### config.mk
export PLATFORM = sky130hd
export DESIGN_NAME = flash_cmd_frontend
export DESIGN_NICKNAME = d
export VERILOG_FILES = /design/src/rtl/flash_cmd_pkg.sv /design/src/rtl/fcf_spi_link.sv /design/src/rtl/fcf_cmd_capture.sv /design/src/rtl/fcf_cmd_decode.sv /design/src/rtl/fcf_erase_timer.sv /design/src/rtl/flash_cmd_frontend.sv
export SDC_FILE = /design/constraint.sdc
export NUM_CORES = 1
export LEC_CHECK = 0
export ABC_AREA = 1
export CAP_MARGIN = 20
export CORE_ASPECT_RATIO = 1.25
export CORE_UTILIZATION = 50
export DETAILED_ROUTE_END_ITERATION = 8
export DONT_BUFFER_PORTS = 1
export HOLD_SLACK_MARGIN = 0.03
export PLACE_DENSITY = 0.62
export SYNTH_ARGS = -nofsm -noshare
export SYNTH_HDL_FRONTEND = slang
export SYNTH_HIERARCHICAL = 1
export SYNTH_SLANG_ARGS = --single-unit
### constraint.sdc
create_clock -name clk -period 2.45 [get_ports clk]
set_input_delay 0.735 -clock clk [delete_from_list [all_inputs] [get_ports clk]]
set_output_delay 0.735 -clock clk [all_outputs]
set_load 0.01 [all_outputs]
### src/rtl/flash_cmd_pkg.sv
package flash_cmd_pkg;

    localparam logic [7:0] OP_WREN   = 8'h06;
    localparam logic [7:0] OP_RDSR   = 8'h05;
    localparam logic [7:0] OP_CHIP   = 8'hC7;
    localparam logic [7:0] OP_BLOCK  = 8'hD8;
    localparam logic [7:0] OP_SECTOR = 8'h21;

    typedef enum logic [1:0] {
        ER_NONE,
        ER_CHIP,
        ER_BLOCK,
        ER_SECTOR
    } erase_kind_e;

    typedef struct packed {
        logic [5:0] rsvd;
        logic       wel;
        logic       wip;
    } status_t;

    function automatic logic [7:0] status_byte(input logic wel, input logic wip);
        status_t s;
        s.rsvd = '0;
        s.wel  = wel;
        s.wip  = wip;
        return s;
    endfunction

endpackage

### src/rtl/fcf_spi_link.sv
module fcf_spi_link #(
    parameter int SYNC_STAGES = 2
) (
    input  logic       clk,
    input  logic       rst,
    input  logic       csn,
    input  logic       sck,
    input  logic       mosi,
    input  logic [7:0] tx_byte,
    output logic       miso,
    output logic       frame_start,
    output logic       frame_end,
    output logic       byte_fin,
    output logic [7:0] rx_next
);
    localparam int DEPTH = SYNC_STAGES + 1;

    logic [DEPTH-1:0] csn_q, sck_q, mosi_q;
    logic [2:0]       bit_cnt;
    logic [7:0]       rx_sr, tx_sr;
    logic             load_pend;
    logic             csn_s, sck_rise, sck_fall;

    always_ff @(posedge clk) begin
        if (rst) begin
            csn_q  <= '1;
            sck_q  <= '0;
            mosi_q <= '0;
        end else begin
            csn_q  <= {csn_q[DEPTH-2:0], csn};
            sck_q  <= {sck_q[DEPTH-2:0], sck};
            mosi_q <= {mosi_q[DEPTH-2:0], mosi};
        end
    end

    assign csn_s       = csn_q[DEPTH-2];
    assign frame_start = !csn_s && csn_q[DEPTH-1];
    assign frame_end   = csn_s && !csn_q[DEPTH-1];
    assign sck_rise    = sck_q[DEPTH-2] && !sck_q[DEPTH-1];
    assign sck_fall    = !sck_q[DEPTH-2] && sck_q[DEPTH-1];
    assign rx_next     = {rx_sr[6:0], mosi_q[DEPTH-2]};
    assign byte_fin    = !csn_s && !frame_start && sck_rise && (bit_cnt == 3'd7);
    assign miso        = tx_sr[7];

    always_ff @(posedge clk) begin
        if (rst) begin
            bit_cnt   <= '0;
            rx_sr     <= '0;
            tx_sr     <= '0;
            load_pend <= 1'b0;
        end else begin
            load_pend <= byte_fin;
            if (frame_start) begin
                bit_cnt <= '0;
                tx_sr   <= '0;
            end else if (!csn_s) begin
                if (sck_rise) begin
                    rx_sr   <= rx_next;
                    bit_cnt <= bit_cnt + 3'd1;
                end
                if (load_pend) begin
                    tx_sr <= tx_byte;
                end else if (sck_fall && bit_cnt != 3'd0) begin
                    tx_sr <= {tx_sr[6:0], 1'b0};
                end
            end
        end
    end
endmodule

### src/rtl/fcf_cmd_capture.sv
module fcf_cmd_capture #(
    parameter int ADDR_BYTES = 4,
    parameter int CNT_W      = 3
) (
    input  logic                    clk,
    input  logic                    rst,
    input  logic                    frame_start,
    input  logic                    byte_fin,
    input  logic [7:0]              rx_next,
    output logic [7:0]              opcode,
    output logic [CNT_W-1:0]        nbytes,
    output logic [8*ADDR_BYTES-1:0] addr
);
    localparam int ADDR_W = 8 * ADDR_BYTES;
    localparam logic [CNT_W-1:0] CNT_MAX  = CNT_W'(ADDR_BYTES + 2);
    localparam logic [CNT_W-1:0] ADDR_END = CNT_W'(ADDR_BYTES);

    always_ff @(posedge clk) begin
        if (rst) begin
            opcode <= '0;
            nbytes <= '0;
            addr   <= '0;
        end else if (frame_start) begin
            opcode <= '0;
            nbytes <= '0;
        end else if (byte_fin) begin
            if (nbytes == '0)
                opcode <= rx_next;
            else if (nbytes <= ADDR_END)
                addr <= {addr[ADDR_W-9:0], rx_next};
            if (nbytes != CNT_MAX)
                nbytes <= nbytes + 1'b1;
        end
    end
endmodule

### src/rtl/fcf_cmd_decode.sv
module fcf_cmd_decode
    import flash_cmd_pkg::*;
#(
    parameter int ADDR_BYTES = 4,
    parameter int CNT_W      = 3,
    parameter int CHIP_LOG2  = 23
) (
    input  logic                    frame_end,
    input  logic [7:0]              opcode,
    input  logic [CNT_W-1:0]        nbytes,
    input  logic [8*ADDR_BYTES-1:0] addr,
    input  logic                    wel,
    input  logic                    wip,
    output logic                    set_wel,
    output logic                    start,
    output erase_kind_e             kind,
    output logic [8*ADDR_BYTES-1:0] base,
    output logic [8*ADDR_BYTES-1:0] last
);
    localparam int ADDR_W = 8 * ADDR_BYTES;
    localparam logic [ADDR_W-1:0] BLK_LOW  = (ADDR_W'(1) << 16) - ADDR_W'(1);
    localparam logic [ADDR_W-1:0] SEC_LOW  = (ADDR_W'(1) << 12) - ADDR_W'(1);
    localparam logic [ADDR_W-1:0] CHIP_TOP = (ADDR_W'(1) << CHIP_LOG2) - ADDR_W'(1);
    localparam logic [CNT_W-1:0]  LEN_ADDR = CNT_W'(ADDR_BYTES + 1);
    localparam logic [CNT_W-1:0]  LEN_ONE  = CNT_W'(1);

    always_comb begin
        set_wel = 1'b0;
        start   = 1'b0;
        kind    = ER_NONE;
        base    = '0;
        last    = '0;
        if (frame_end && !wip) begin
            unique case (opcode)
                OP_WREN: set_wel = (nbytes == LEN_ONE);
                OP_CHIP: if (wel && nbytes == LEN_ONE) begin
                    start = 1'b1;
                    kind  = ER_CHIP;
                    last  = CHIP_TOP;
                end
                OP_BLOCK: if (wel && nbytes == LEN_ADDR) begin
                    start = 1'b1;
                    kind  = ER_BLOCK;
                    base  = addr & ~BLK_LOW;
                    last  = addr | BLK_LOW;
                end
                OP_SECTOR: if (wel && nbytes == LEN_ADDR) begin
                    start = 1'b1;
                    kind  = ER_SECTOR;
                    base  = addr & ~SEC_LOW;
                    last  = addr | SEC_LOW;
                end
                default: ;
            endcase
        end
    end
endmodule

### src/rtl/fcf_erase_timer.sv
module fcf_erase_timer
    import flash_cmd_pkg::*;
#(
    parameter int TIMER_W       = 32,
    parameter int CHIP_CYCLES   = 1_500_000_000,
    parameter int BLOCK_CYCLES  = 45_000_000,
    parameter int SECTOR_CYCLES = 4_500_000
) (
    input  logic        clk,
    input  logic        rst,
    input  logic        start,
    input  erase_kind_e kind,
    output logic        fin
);
    logic [TIMER_W-1:0] cnt;
    logic               running;
    logic [TIMER_W-1:0] load_val;

    always_comb begin
        unique case (kind)
            ER_CHIP:   load_val = TIMER_W'(CHIP_CYCLES - 1);
            ER_BLOCK:  load_val = TIMER_W'(BLOCK_CYCLES - 1);
            ER_SECTOR: load_val = TIMER_W'(SECTOR_CYCLES - 1);
            default:   load_val = '0;
        endcase
    end

    assign fin = running && (cnt == '0);

    always_ff @(posedge clk) begin
        if (rst) begin
            cnt     <= '0;
            running <= 1'b0;
        end else if (start && !running) begin
            cnt     <= load_val;
            running <= 1'b1;
        end else if (fin) begin
            running <= 1'b0;
        end else if (running) begin
            cnt <= cnt - 1'b1;
        end
    end
endmodule

### src/rtl/flash_cmd_frontend.sv
module flash_cmd_frontend
    import flash_cmd_pkg::*;
#(
    parameter int ADDR_BYTES    = 4,
    parameter int CHIP_LOG2     = 23,
    parameter int TIMER_W       = 32,
    parameter int CHIP_CYCLES   = 1_500_000_000,
    parameter int BLOCK_CYCLES  = 45_000_000,
    parameter int SECTOR_CYCLES = 4_500_000
) (
    input  logic                    clk,
    input  logic                    rst,
    input  logic                    spi_csn,
    input  logic                    spi_sck,
    input  logic                    spi_mosi,
    output logic                    spi_miso,
    output logic                    erase_done,
    output logic [8*ADDR_BYTES-1:0] erase_base,
    output logic [8*ADDR_BYTES-1:0] erase_last
);
    localparam int ADDR_W = 8 * ADDR_BYTES;
    localparam int CNT_W  = $clog2(ADDR_BYTES + 3);

    logic              frame_start, frame_end, byte_fin;
    logic [7:0]        rx_next, opcode, tx_byte;
    logic [CNT_W-1:0]  nbytes;
    logic [ADDR_W-1:0] addr, dec_base, dec_last;
    logic              set_wel, start, fin;
    erase_kind_e       kind;
    logic              wel_q, wip_q;

    fcf_spi_link u_link (
        .clk(clk), .rst(rst), .csn(spi_csn), .sck(spi_sck), .mosi(spi_mosi),
        .tx_byte(tx_byte), .miso(spi_miso), .frame_start(frame_start),
        .frame_end(frame_end), .byte_fin(byte_fin), .rx_next(rx_next)
    );

    fcf_cmd_capture #(.ADDR_BYTES(ADDR_BYTES), .CNT_W(CNT_W)) u_cap (
        .clk(clk), .rst(rst), .frame_start(frame_start), .byte_fin(byte_fin),
        .rx_next(rx_next), .opcode(opcode), .nbytes(nbytes), .addr(addr)
    );

    fcf_cmd_decode #(.ADDR_BYTES(ADDR_BYTES), .CNT_W(CNT_W), .CHIP_LOG2(CHIP_LOG2)) u_dec (
        .frame_end(frame_end), .opcode(opcode), .nbytes(nbytes), .addr(addr),
        .wel(wel_q), .wip(wip_q), .set_wel(set_wel), .start(start), .kind(kind),
        .base(dec_base), .last(dec_last)
    );

    fcf_erase_timer #(
        .TIMER_W(TIMER_W), .CHIP_CYCLES(CHIP_CYCLES),
        .BLOCK_CYCLES(BLOCK_CYCLES), .SECTOR_CYCLES(SECTOR_CYCLES)
    ) u_tmr (
        .clk(clk), .rst(rst), .start(start), .kind(kind), .fin(fin)
    );

    assign tx_byte = (nbytes != '0 && opcode == OP_RDSR) ? status_byte(wel_q, wip_q) : 8'h00;

    always_ff @(posedge clk) begin
        if (rst) begin
            wel_q      <= 1'b0;
            wip_q      <= 1'b0;
            erase_done <= 1'b0;
            erase_base <= '0;
            erase_last <= '0;
        end else begin
            erase_done <= fin;
            if (fin) begin
                wel_q <= 1'b0;
                wip_q <= 1'b0;
            end else if (start) begin
                wip_q      <= 1'b1;
                erase_base <= dec_base;
                erase_last <= dec_last;
            end else if (set_wel) begin
                wel_q <= 1'b1;
            end
        end
    end
endmodule

==> out/metrics.csv, run 1 <==
stage;metric;value;unit
placed_design;Post-DP Area;8737;sq um
clocking;H-tree levels;4;
setup_path;Crit Path Max Fanout;6;
drt;vias per cell;4.780;
timing;Final Setup Violations;0;
die;die height;149.9;um
placed_design;Place WS;0.1382;ns
finish;fin util;54.89;%
timing;measured slew at the worst slew-check pin;0.6256;ns
power;PwrDens;581.2;nW/um^2
timing;fmax;0.4438;GHz
setup_path;CP dominant cell by count;inv_1;
setup_path;Crit. End Element;register;
synthesis;Yosys Warn Count;6;
clocking;total CTS buffers;17;
power;Max VDD drop;0.0004233;V
global_routing;antenna violations before repair;0;
run;max cap viols;0;
die;num ports;71;
timing;min Tclk post-route;2.253;ns
clocking;CTS root buf;clkbuf_16;
drt;WL/cell;12.56;um
clocking;clock slew at reported path FFs;0.07;ns
clocking;CTS max path bufs;2;
timing;Final Hold Viols;0;
setup_path;max incr delay on CP;0.38;ns
timing;hold slack;0.3701;ns
placed_design;IO Port Bufs;0;
die;Core ar.;16980;sq um
placed_design;post-DP HPWL;12.88;mm
synthesis;share of the synthesized area in the top cell type;38.92;%
synthesis;synth top area cells;dfxtp_1, nor2_1, nand2_1, inv_1, o21ai_1;
synthesis;Netlist cell types;42;
drt;WL final;18.91;mm
timing;final setup margin;0.1967;ns
finish;Finished Cell Area;9318;sq um
synthesis;sequential area share after synthesis;38.92;%
synthesis;cells after synthesis;1284;
die;row count;53;
synthesis;post-synthesis register bit count;170;
setup_path;CP startpoint kind;register;
finish;number of antenna diodes;0;
timing;final worst clock skew;0.009317;ns
drt;post-route ant nets;0;
clocking;CTS tree;yes;
synthesis;Synth Cell Area;8745;sq um
drt;DRT Pass-1 Iters;4;
timing;Final TNS setup;0;ns
timing;Max-slew headroom;58.14;%
setup_path;critical path's top delay family;simple AND/OR/NAND/NOR gates;
timing;period utilization;91.97;%
die;Initial Util;51.51;%
min_path;HP Class;primary input to register;
die;die area;18030;sq um
global_routing;largest net degree at the start of global routing;66;
global_routing;first-pass GRT wire length;32.29;mm
timing;RSZ-0062 raised after global routing;true;
run_status;run status;finished clean;
synthesis;Synth area leader;dfxtp_1;
setup_path;worst setup path category;register to register;
setup_path;Req. time, crit path;2.78;ns
finish;filler cell count;1727;
setup_path;CP max stage cell;dfxtp_1;
setup_path;CP bufs+invs;4;
global_routing;GRT Overall Usage;22.21;%
finish;share of cells above drive strength 1;11.43;%
timing;Slew Viols, Final;0;
drt;DRT iter0 DRCs;516;
finish;Area Overhead vs Synth;6.553;%
setup_path;CP arrival;2.58;ns
finish;Nets;1289;
global_routing;vias in the first global route;6694;
synthesis;Synth Area per Inst;6.810;sq um
drt;# DRC;0;
setup_path;crit-path cells;inv_2, nor2_1, inv_1, nor2_8, nand2_2, a21oi_1, inv_1, ha_1, or2_2, nand2_1, o21ai_0, inv_1, nor2_1;
die;Die W;120.3;um
placed_design;final RePlAce weighted congestion;0.9012;
global_routing;gr ovfl total;0;
clocking;clock latency on the worst-skew pair;0.43;ns
drt;DR vias;7198;
power;Leak;4.602;nW
clocking;clock sink count;170;
per-stage QoR:
stage	power, mW	std cells
floorplan	2.912	1300
global placement	2.914	1472
detailed placement	2.914	1472
CTS	5.495	1504
global route	5.620	1506
finish	5.415	1506
Yosys cell counts, drive strengths merged:
library cell / count
nor4: 2
nand3b: 2
xnor2: 1
o21a: 1
nor3: 1
nor2: 414
nand4: 11
xor2: 1
o21bai: 6
nand3: 47
inv: 155
nand2: 214
or2: 4
conb: 2
a21o: 1
dfxtp: 170
buf: 63
ha: 11
a21oi: 42
clkbuf: 8
a22oi: 1
o211ai: 1
nor3b: 1
o21ai: 125
logic make-up after synthesis:
group	after synthesis	synth area share [%]
AOI/OAI and AO/OA	177	10.97
xor gates and xnor gates	2	0.2004
adders and majority gates	11	1.574
buffers and inverters	226	13.41
DFF	170	38.92
other	2	0.08588
and+or+nand+nor	696	34.84
layout by cell type, fill, tap and decap left out, types with 9 or more instances in the layout:
master / synthesis / layout
ha_1: 11 / 11
nand3_1: 42 / 42
nor2_2: 22 / 21
o21ai_2: 10 / 10
a21oi_1: 42 / 42
inv_2: 15 / 15
o21ai_1: 72 / 72
nand4_1: 11 / 11
nor2_4: 18 / 19
nor2_1: 372 / 372
dfxtp_1: 170 / 170
inv_1: 140 / 140
buf_4: 36 / 19
clkbuf_16: 0 / 17
conb_1: 2 / 18
nand2_1: 201 / 201
nand2_2: 9 / 9
o21ai_0: 42 / 42
path summary, 6_finish.rpt:
kind | startpoint | endpoint | slack [ns] | depth (start not counted)
worst max-delay path | u_link/csn_q[1] | u_tmr/cnt[23] | 0.20 | 13
worst min register to register | u_link/sck_q[0] | u_link/sck_q[1] | 0.40 | 2
worst min-delay path | rst | u_tmr/cnt[12] | 0.37 | 1
worst max register to register | u_link/csn_q[1] | u_tmr/cnt[23] | 0.20 | 13
sequential cells by signal (all words and copies together) (netlist names):
signal	count
u_link/tx_sr	8
u_link/bit_cnt	3
wip_q	1
erase_base	32
u_link/mosi_q	2
u_tmr/cnt	32
u_tmr/running	1
u_link/load_pend	1
u_cap/nbytes	3
wel_q	1
erase_last	32
erase_done	1
u_cap/opcode	8
u_link/csn_q	3
u_cap/addr	32
u_link/sck_q	3
u_link/rx_sr	7
per-layer routing:
layer / track usage, % / wire, um / up-vias / share of wire (%)
met3: 4.954 / 969 / 19 / 5.1
met5: 0 / 0 / - / 0
li1: - / - / 3898 / -
met4: 7.654 / 293 / 0 / 1.5
met2: 36.61 / 8947 / 134 / 47
met1: 28.50 / 8697 / 3147 / 46
report_power, final:
| group | internal (mW) | leakage [nW] | total [mW] | switching (mW) |
|---|---|---|---|---|
| sequential | 2.77 | 1.37 | 2.77 | 0.00378 |
| combinational | 0.0210 | 2.96 | 0.0781 | 0.0571 |
| clock | 1.38 | 0.272 | 2.57 | 1.18 |
repair_timing:
item | CTS | global route
hold buffers | 0 | 0
hold endpoints to repair | 0 | 0
setup buffers | 0 | 2
resized for setup | 0 | 1
setup endpoints to repair | 0 | 74
layout make-up:
type,count,area (sq um),area share [%]
clock inverters,12,103.9,1.115
multi-input cells,904,4234,45.44
well taps,220,275.3,2.954
inverters,155,581.8,6.244
flip-flops and latches,170,3403,36.52
clock buffers,20,456.7,4.901
repair buffers,25,262.8,2.820
(Power assumes the default switching activity.)
==> run 2: changes to the inputs <==
--- a/config.mk
+++ b/config.mk
@@ -8,11 +8,12 @@
 export ABC_AREA = 1
 export CAP_MARGIN = 20
 export CORE_ASPECT_RATIO = 1.25
-export CORE_UTILIZATION = 50
+export CORE_UTILIZATION = 30
 export DETAILED_ROUTE_END_ITERATION = 8
 export DONT_BUFFER_PORTS = 1
+export GPL_ROUTABILITY_DRIVEN = 0
 export HOLD_SLACK_MARGIN = 0.03
-export PLACE_DENSITY = 0.62
+export PLACE_DENSITY = 0.41
 export SYNTH_ARGS = -nofsm -noshare
 export SYNTH_HDL_FRONTEND = slang
 export SYNTH_HIERARCHICAL = 1
==> run 2 against run 1 <==
Die area is 66% higher; sequential share of layout area down 1.3 points; register-to-register slack gained 0.04 ns; setup slack improved by 0.038 ns; worst hold slack got worse by 0.0038 ns; via count is 2.1% higher; critical endpoint is now erase_last[25]; largest power group is now the clock network.
==> out/metrics.csv, run 2 (synthesized netlist as in run 1, its figures left out) <==
stage;metric;value;unit;change
timing;RSZ-0062 raised after global routing;false;;was true
drt;vias per cell;4.347;;was 4.780
timing;period utilization;90.41;%;was 91.97%
drt;WL/cell;13.44;um;was 12.56 um
clocking;CTS tree;yes;;unchanged
setup_path;FF-to-FF End;erase_last[25];;was u_tmr/cnt[23]
setup_path;Crit Path Max Fanout;32;;was 6
die;die area;29840;sq um;was 18030 sq um
power;power after layout;5.635;mW;was 5.415 mW
power;Switch Pwr;1.264;mW;was 1.244 mW
global_routing;antenna violations before repair;0;;unchanged
timing;Max-slew headroom;59.02;%;was 58.14%
finish;number of antenna diodes;0;;unchanged
die;row count;69;;was 53
finish;Nets;1304;;was 1289
setup_path;r2r setup slk;0.23;ns;was 0.20 ns
finish;commonest non-fill, non-tap cell in the layout;nor2_1;;unchanged
global_routing;first-pass GRT wire length;36.63;mm;was 32.29 mm
timing;Slew Viols, Final;0;;unchanged
timing;measured slew at the worst slew-check pin;0.6124;ns;was 0.6256 ns
power;clock share of power;49.3;%;was 47.4%
finish;most frequent cells in the layout;nor2_1, nand2_1, dfxtp_1;;unchanged
clocking;post-CTS sizing;0;;unchanged
finish;Area Overhead vs Synth;10.62;%;was 6.553%
min_path;cell depth of the worst hold path;1;;unchanged
min_path;min-delay src;rst;;unchanged
drt;WL final;22.73;mm;was 18.91 mm
global_routing;gr ovfl total;0;;unchanged
placed_design;IO Port Bufs;0;;unchanged
setup_path;Crit. End Element;register;;unchanged
die;num ports;71;;unchanged
clocking;clock slew at reported path FFs;0.07;ns;about the same
clocking;H-tree levels;4;;unchanged
finish;fin util;33.85;%;was 54.89%
clocking;clock sink count;170;;unchanged
power;PwrDens;582.6;nW/um^2;was 581.2 nW/um^2
drt;# DRC;0;;unchanged
setup_path;max incr delay on CP;0.35;ns;was 0.38 ns
min_path;WHS Endpoint;u_link/mosi_q[1];;was u_tmr/cnt[12]
timing;min Tclk post-route;2.215;ns;was 2.253 ns
global_routing;vias in the first global route;6879;;was 6694
clocking;hold buffer count at CTS;0;;unchanged
timing;Final TNS setup;0;ns;unchanged
clocking;clock latency on the worst-skew pair;0.44;ns;was 0.43 ns
finish;share of cells above drive strength 1;12.45;%;was 11.43%
timing;Final Hold Viols;0;;unchanged
setup_path;CP dominant cell by count;nor2_1;;was inv_1
die;Initial Util;30.60;%;was 51.51%
run;max cap viols;0;;unchanged
setup_path;CP max stage cell;dfxtp_1;;unchanged
clocking;CTS root buf;clkbuf_16;;unchanged
die;Core ar.;28580;sq um;was 16980 sq um
timing;hold slack;0.3663;ns;was 0.3701 ns
global_routing;largest net degree at the start of global routing;65;;was 66
power;combinational fraction of design power;1.5;%;was 1.4%
min_path;HP Class;primary input to register;;unchanged
setup_path;worst setup path category;register to register;;unchanged
timing;Final Setup Violations;0;;unchanged
placed_design;post-DP HPWL;15.28;mm;was 12.88 mm
power;Leak;4.690;nW;was 4.602 nW
setup_path;CP startpoint kind;register;;unchanged
timing;fmax;0.4515;GHz;was 0.4438 GHz
die;Die W;154.7;um;was 120.3 um
drt;DRT Pass-1 Iters;6;;was 4
power;Max VDD drop;0.0003887;V;was 0.0004233 V
setup_path;Worst Reg-to-Reg Cells;12;;was 13
global_routing;GRT Overall Usage;15.63;%;was 22.21%
die;die height;192.9;um;was 149.9 um
clocking;total CTS buffers;17;;unchanged
clocking;Setup Buffers After CTS;0;;unchanged
power;sequential power share;49.2;%;was 51.2%
setup_path;reg2reg start;u_tmr/cnt[0];;was u_link/csn_q[1]
drt;DRT iter0 DRCs;375;;was 516
drt;DR vias;7351;;was 7198
power;Switching Share;22.43;%;was 22.97%
power;Int Pwr;4.371;mW;was 4.171 mW
clocking;CTS max path bufs;2;;unchanged
setup_path;CP arrival;2.55;ns;was 2.58 ns
setup_path;crit-path cells;inv_1, ha_1, nand2_2, nor2_8, nand3_1, nor4_1, buf_4, nor2_4, inv_2, clkbuf_16, nor2_1, nor2_1;;was inv_2, nor2_1, inv_1, nor2_8, nand2_2, a21oi_1, inv_1, ha_1, or2_2, nand2_1, o21ai_0, inv_1, nor2_1
setup_path;Req. time, crit path;2.78;ns;about the same
run_status;run status;finished clean;;unchanged
timing;final worst clock skew;0.01155;ns;was 0.009317 ns
drt;post-route ant nets;0;;unchanged
run 2: how the worst max path moves through the flow:
| stage | slack [ns] | from | endpoint |
|---|---|---|---|
| after floorplan | 0.41 | u_tmr/cnt[0] | erase_last[10] |
| after global placement | 0.13 | u_tmr/cnt[0] | erase_last[4] |
| after detailed placement | 0.11 | u_tmr/cnt[0] | erase_base[12] |
| after CTS | 0.09 | u_tmr/cnt[0] | erase_base[12] |
| after global routing | 0.02 | u_cap/opcode[7] | u_tmr/cnt[23] |
| final | 0.23 | u_tmr/cnt[0] | erase_last[25] |
run 2: per-stage QoR:
| stage | setup WS [ns] | std cells | area, sq um |
|---|---|---|---|
| floorplan | 0.4100 | 1300 | 8805 |
| CTS | 0.08738 | 1689 | 9633 |
| finish | 0.2350 | 1691 | 9673 |
| detailed placement | 0.1099 | 1657 | 9037 |
| global route | 0.01503 | 1691 | 9673 |
| global placement | 0.1294 | 1657 | 9037 |
run 2: routing by layer:
metal | vias to the layer above | share of wire (%) | track usage (%)
li1 | 3938 | - | -
met1 | 3312 | 46 | 19.04
met2 | 84 | 48 | 26.70
met3 | 17 | 4.1 | 3.907
met4 | 0 | 1.6 | 5.407
met5 | - | 0 | 0
run 2: cell type report:
cell class                      count  area [sq um]
Clock buffer                       22         464.2
Multi-Input combinational cell    905          4244
Sequential cell                   170          3403
Clock inverter                     10         131.4
Fill cell                        3168         18900
Timing Repair Buffer               39         360.3
Inverter                          155         581.8
Tap cell                          390         488.0
run 2: power by group through the flow:
stage	clock [mW]	sequential (mW)	combinational, mW
finish	2.78	2.77	0.0846
global route	3.01	2.77	0.0953
CTS	2.89	2.77	0.0864
detailed placement	0	2.84	0.0861
global placement	0	2.84	0.0856
floorplan	0	2.83	0.0780
run 2: worst max-delay path: cells and delay by family, from the launching register on:
family	cells	cell delay [ns]
flip-flops	1	0.35
adder cells (fa/ha/maj)	1	0.25
AND/OR/NAND/NOR	7	0.87
buffers and inverters	4	0.61
==> run 3: changes to the inputs <==
--- a/config.mk
+++ b/config.mk
@@ -8,12 +8,13 @@
 export ABC_AREA = 1
 export CAP_MARGIN = 20
 export CORE_ASPECT_RATIO = 1.25
-export CORE_UTILIZATION = 30
+export CORE_UTILIZATION = 50
+export CTS_BUF_LIST = sky130_fd_sc_hd__clkbuf_16
 export DETAILED_ROUTE_END_ITERATION = 8
 export DONT_BUFFER_PORTS = 1
 export GPL_ROUTABILITY_DRIVEN = 0
 export HOLD_SLACK_MARGIN = 0.03
-export PLACE_DENSITY = 0.41
+export PLACE_DENSITY = 0.62
 export SYNTH_ARGS = -nofsm -noshare
 export SYNTH_HDL_FRONTEND = slang
 export SYNTH_HIERARCHICAL = 1
==> run 3 against run 2 <==
Fmax decreased by 1.7%; global-route usage grew 6.6 points; clock power is 10% lower; largest cell class unchanged; highest routed layer unchanged.
==> out/metrics.csv, run 3 (synthesized netlist as in run 1, its figures left out) <==
stage;metric;value;unit;change
timing;period utilization;91.96;%;was 90.41%
clocking;clock sink count;170;;unchanged
setup_path;Req. time, crit path;2.78;ns;about the same
global_routing;vias in the first global route;6688;;was 6879
clocking;CTS max path bufs;2;;unchanged
timing;final worst clock skew;0.009575;ns;was 0.01155 ns
clocking;total CTS buffers;17;;unchanged
timing;measured slew at the worst slew-check pin;0.6310;ns;was 0.6124 ns
clocking;clock slew at reported path FFs;0.07;ns;about the same
timing;fmax;0.4439;GHz;was 0.4515 GHz
run_status;run status;finished clean;;unchanged
drt;DRT Pass-1 Iters;5;;was 6
timing;Max-slew headroom;57.78;%;was 59.02%
timing;Final Hold Viols;0;;unchanged
global_routing;largest net degree at the start of global routing;66;;was 65
power;PwrDens;574.9;nW/um^2;was 582.6 nW/um^2
run;max cap viols;0;;unchanged
die;die height;149.9;um;was 192.9 um
min_path;HP Class;primary input to register;;unchanged
clocking;H-tree levels;4;;unchanged
finish;fin util;54.77;%;was 33.85%
finish;most frequent cells in the layout;nor2_1, nand2_1, dfxtp_1;;unchanged
min_path;min-delay src;rst;;unchanged
timing;hold slack;0.3682;ns;was 0.3663 ns
global_routing;gr ovfl total;0;;unchanged
finish;Area Overhead vs Synth;6.324;%;was 10.62%
setup_path;Worst Reg-to-Reg Cells;13;;was 12
die;Initial Util;51.51;%;was 30.60%
power;Max VDD drop;0.0004243;V;was 0.0003887 V
timing;min Tclk post-route;2.253;ns;was 2.215 ns
setup_path;Crit Path Max Fanout;6;;was 32
finish;share of cells above drive strength 1;11.28;%;was 12.45%
setup_path;Setup crit end;u_tmr/cnt[23];;was erase_last[25]
timing;Final TNS setup;0;ns;unchanged
die;num ports;71;;unchanged
setup_path;Critical Path Source;u_link/csn_q[1];;was u_tmr/cnt[0]
drt;DRT iter0 DRCs;512;;was 375
setup_path;r2r setup slk;0.20;ns;was 0.23 ns
drt;# DRC;0;;unchanged
drt;vias per cell;4.790;;was 4.347
setup_path;CP startpoint kind;register;;unchanged
clocking;clock latency on the worst-skew pair;0.43;ns;was 0.44 ns
finish;Nets;1289;;was 1304
drt;DR vias;7214;;was 7351
finish;area of the multi-input gates;4234;sq um;was 4244 sq um
setup_path;reg2reg start;u_link/csn_q[1];;was u_tmr/cnt[0]
timing;RSZ-0062 raised after global routing;true;;was false
die;Die W;120.3;um;was 154.7 um
drt;WL/cell;12.55;um;was 13.44 um
die;die area;18030;sq um;was 29840 sq um
global_routing;GRT Overall Usage;22.18;%;was 15.63%
finish;commonest non-fill, non-tap cell in the layout;nor2_1;;unchanged
finish;filler cell count;1731;;was 3168
global_routing;first-pass GRT wire length;32.23;mm;was 36.63 mm
setup_path;FF-to-FF End;u_tmr/cnt[23];;was erase_last[25]
power;power after layout;5.346;mW;was 5.635 mW
finish;number of antenna diodes;0;;unchanged
die;Core ar.;16980;sq um;was 28580 sq um
setup_path;worst setup path category;register to register;;unchanged
timing;Slew Viols, Final;0;;unchanged
drt;WL final;18.90;mm;was 22.73 mm
timing;Final Setup Violations;0;;unchanged
clocking;CTS root buf;clkbuf_16;;unchanged
clocking;CTS tree;yes;;unchanged
die;row count;53;;was 69
placed_design;IO Port Bufs;0;;unchanged
global_routing;antenna violations before repair;0;;unchanged
setup_path;CP arrival;2.58;ns;was 2.55 ns
power;Leak;4.594;nW;was 4.690 nW
clocking;hold buffer count at CTS;0;;unchanged
setup_path;Crit. End Element;register;;unchanged
drt;post-route ant nets;0;;unchanged
placed_design;post-DP HPWL;12.88;mm;was 15.28 mm
finish;Register Area;3403;sq um;unchanged
-- run 3: cell count changes in the layout (fill, tap and decap cells not counted), sizes merged --
cell      change
buf          -13
clkbuf        -6
inv           +4
bufinv        -2
clkinv        +2
clkinvlp      +1
nor2          -1
-- run 3: worst max-delay path: stages (launching register included) --
cell	delay [ns]
dfxtp_1	0.38
inv_2	0.10
nor2_1	0.13
inv_1	0.11
nor2_8	0.13
nand2_2	0.12
a21oi_1	0.24
inv_1	0.11
ha_1	0.22
or2_2	0.31
nand2_1	0.12
o21ai_0	0.09
inv_1	0.06
nor2_1	0.04
-- run 3: power breakdown --
part	total, mW	internal, mW	switching [mW]
clock network	2.50	1.32	1.18
logic	0.0782	0.0210	0.0572
registers	2.77	2.77	0.00378
-- run 3: how the worst min path moves through the flow --
| stage | cells past startpoint | endpoint | slack [ns] |
|---|---|---|---|
| after floorplan | 2 | u_link/mosi_q[1] | 0.39 |
| after global placement | 2 | u_link/sck_q[1] | 0.39 |
| after detailed placement | 2 | u_link/sck_q[1] | 0.40 |
| after CTS | 1 | u_tmr/cnt[29] | 0.35 |
| after global routing | 1 | u_link/sck_q[0] | 0.35 |
| final | 1 | u_tmr/cnt[12] | 0.37 |
-- run 3: routing by layer --
layer	vias up	GRT usage [%]	routed length [um]
met2	138	36.64	8959
li1	3901	-	-
met1	3152	28.39	8649
met5	-	0	0
met4	0	7.654	320
met3	23	4.954	969
-- run 3: layout make-up --
class	instances	share of cell area, %
clock buffer	17	4.575
clock inverter	15	1.238
inverter	155	6.258
multi-input combinational	904	45.54
sequential	170	36.60
tap	220	2.961
timing repair buffer	25	2.826
-- run 3: timing repair --
item,CTS,global route
gates resized for setup,0,1
endpoints found under the setup margin,0,74
buffers inserted,0,2
-- run 3: per-stage QoR --
step | worst slack [ns] | instance area [sq um] | std cells
after floorplan | 0.4100 | 8805 | 1300
after global placement | 0.1644 | 8737 | 1472
after detailed placement | 0.1382 | 8737 | 1472
after CTS | 0.1206 | 9278 | 1504
after global routing | -0.02055 | 9298 | 1506
final | 0.1971 | 9298 | 1506
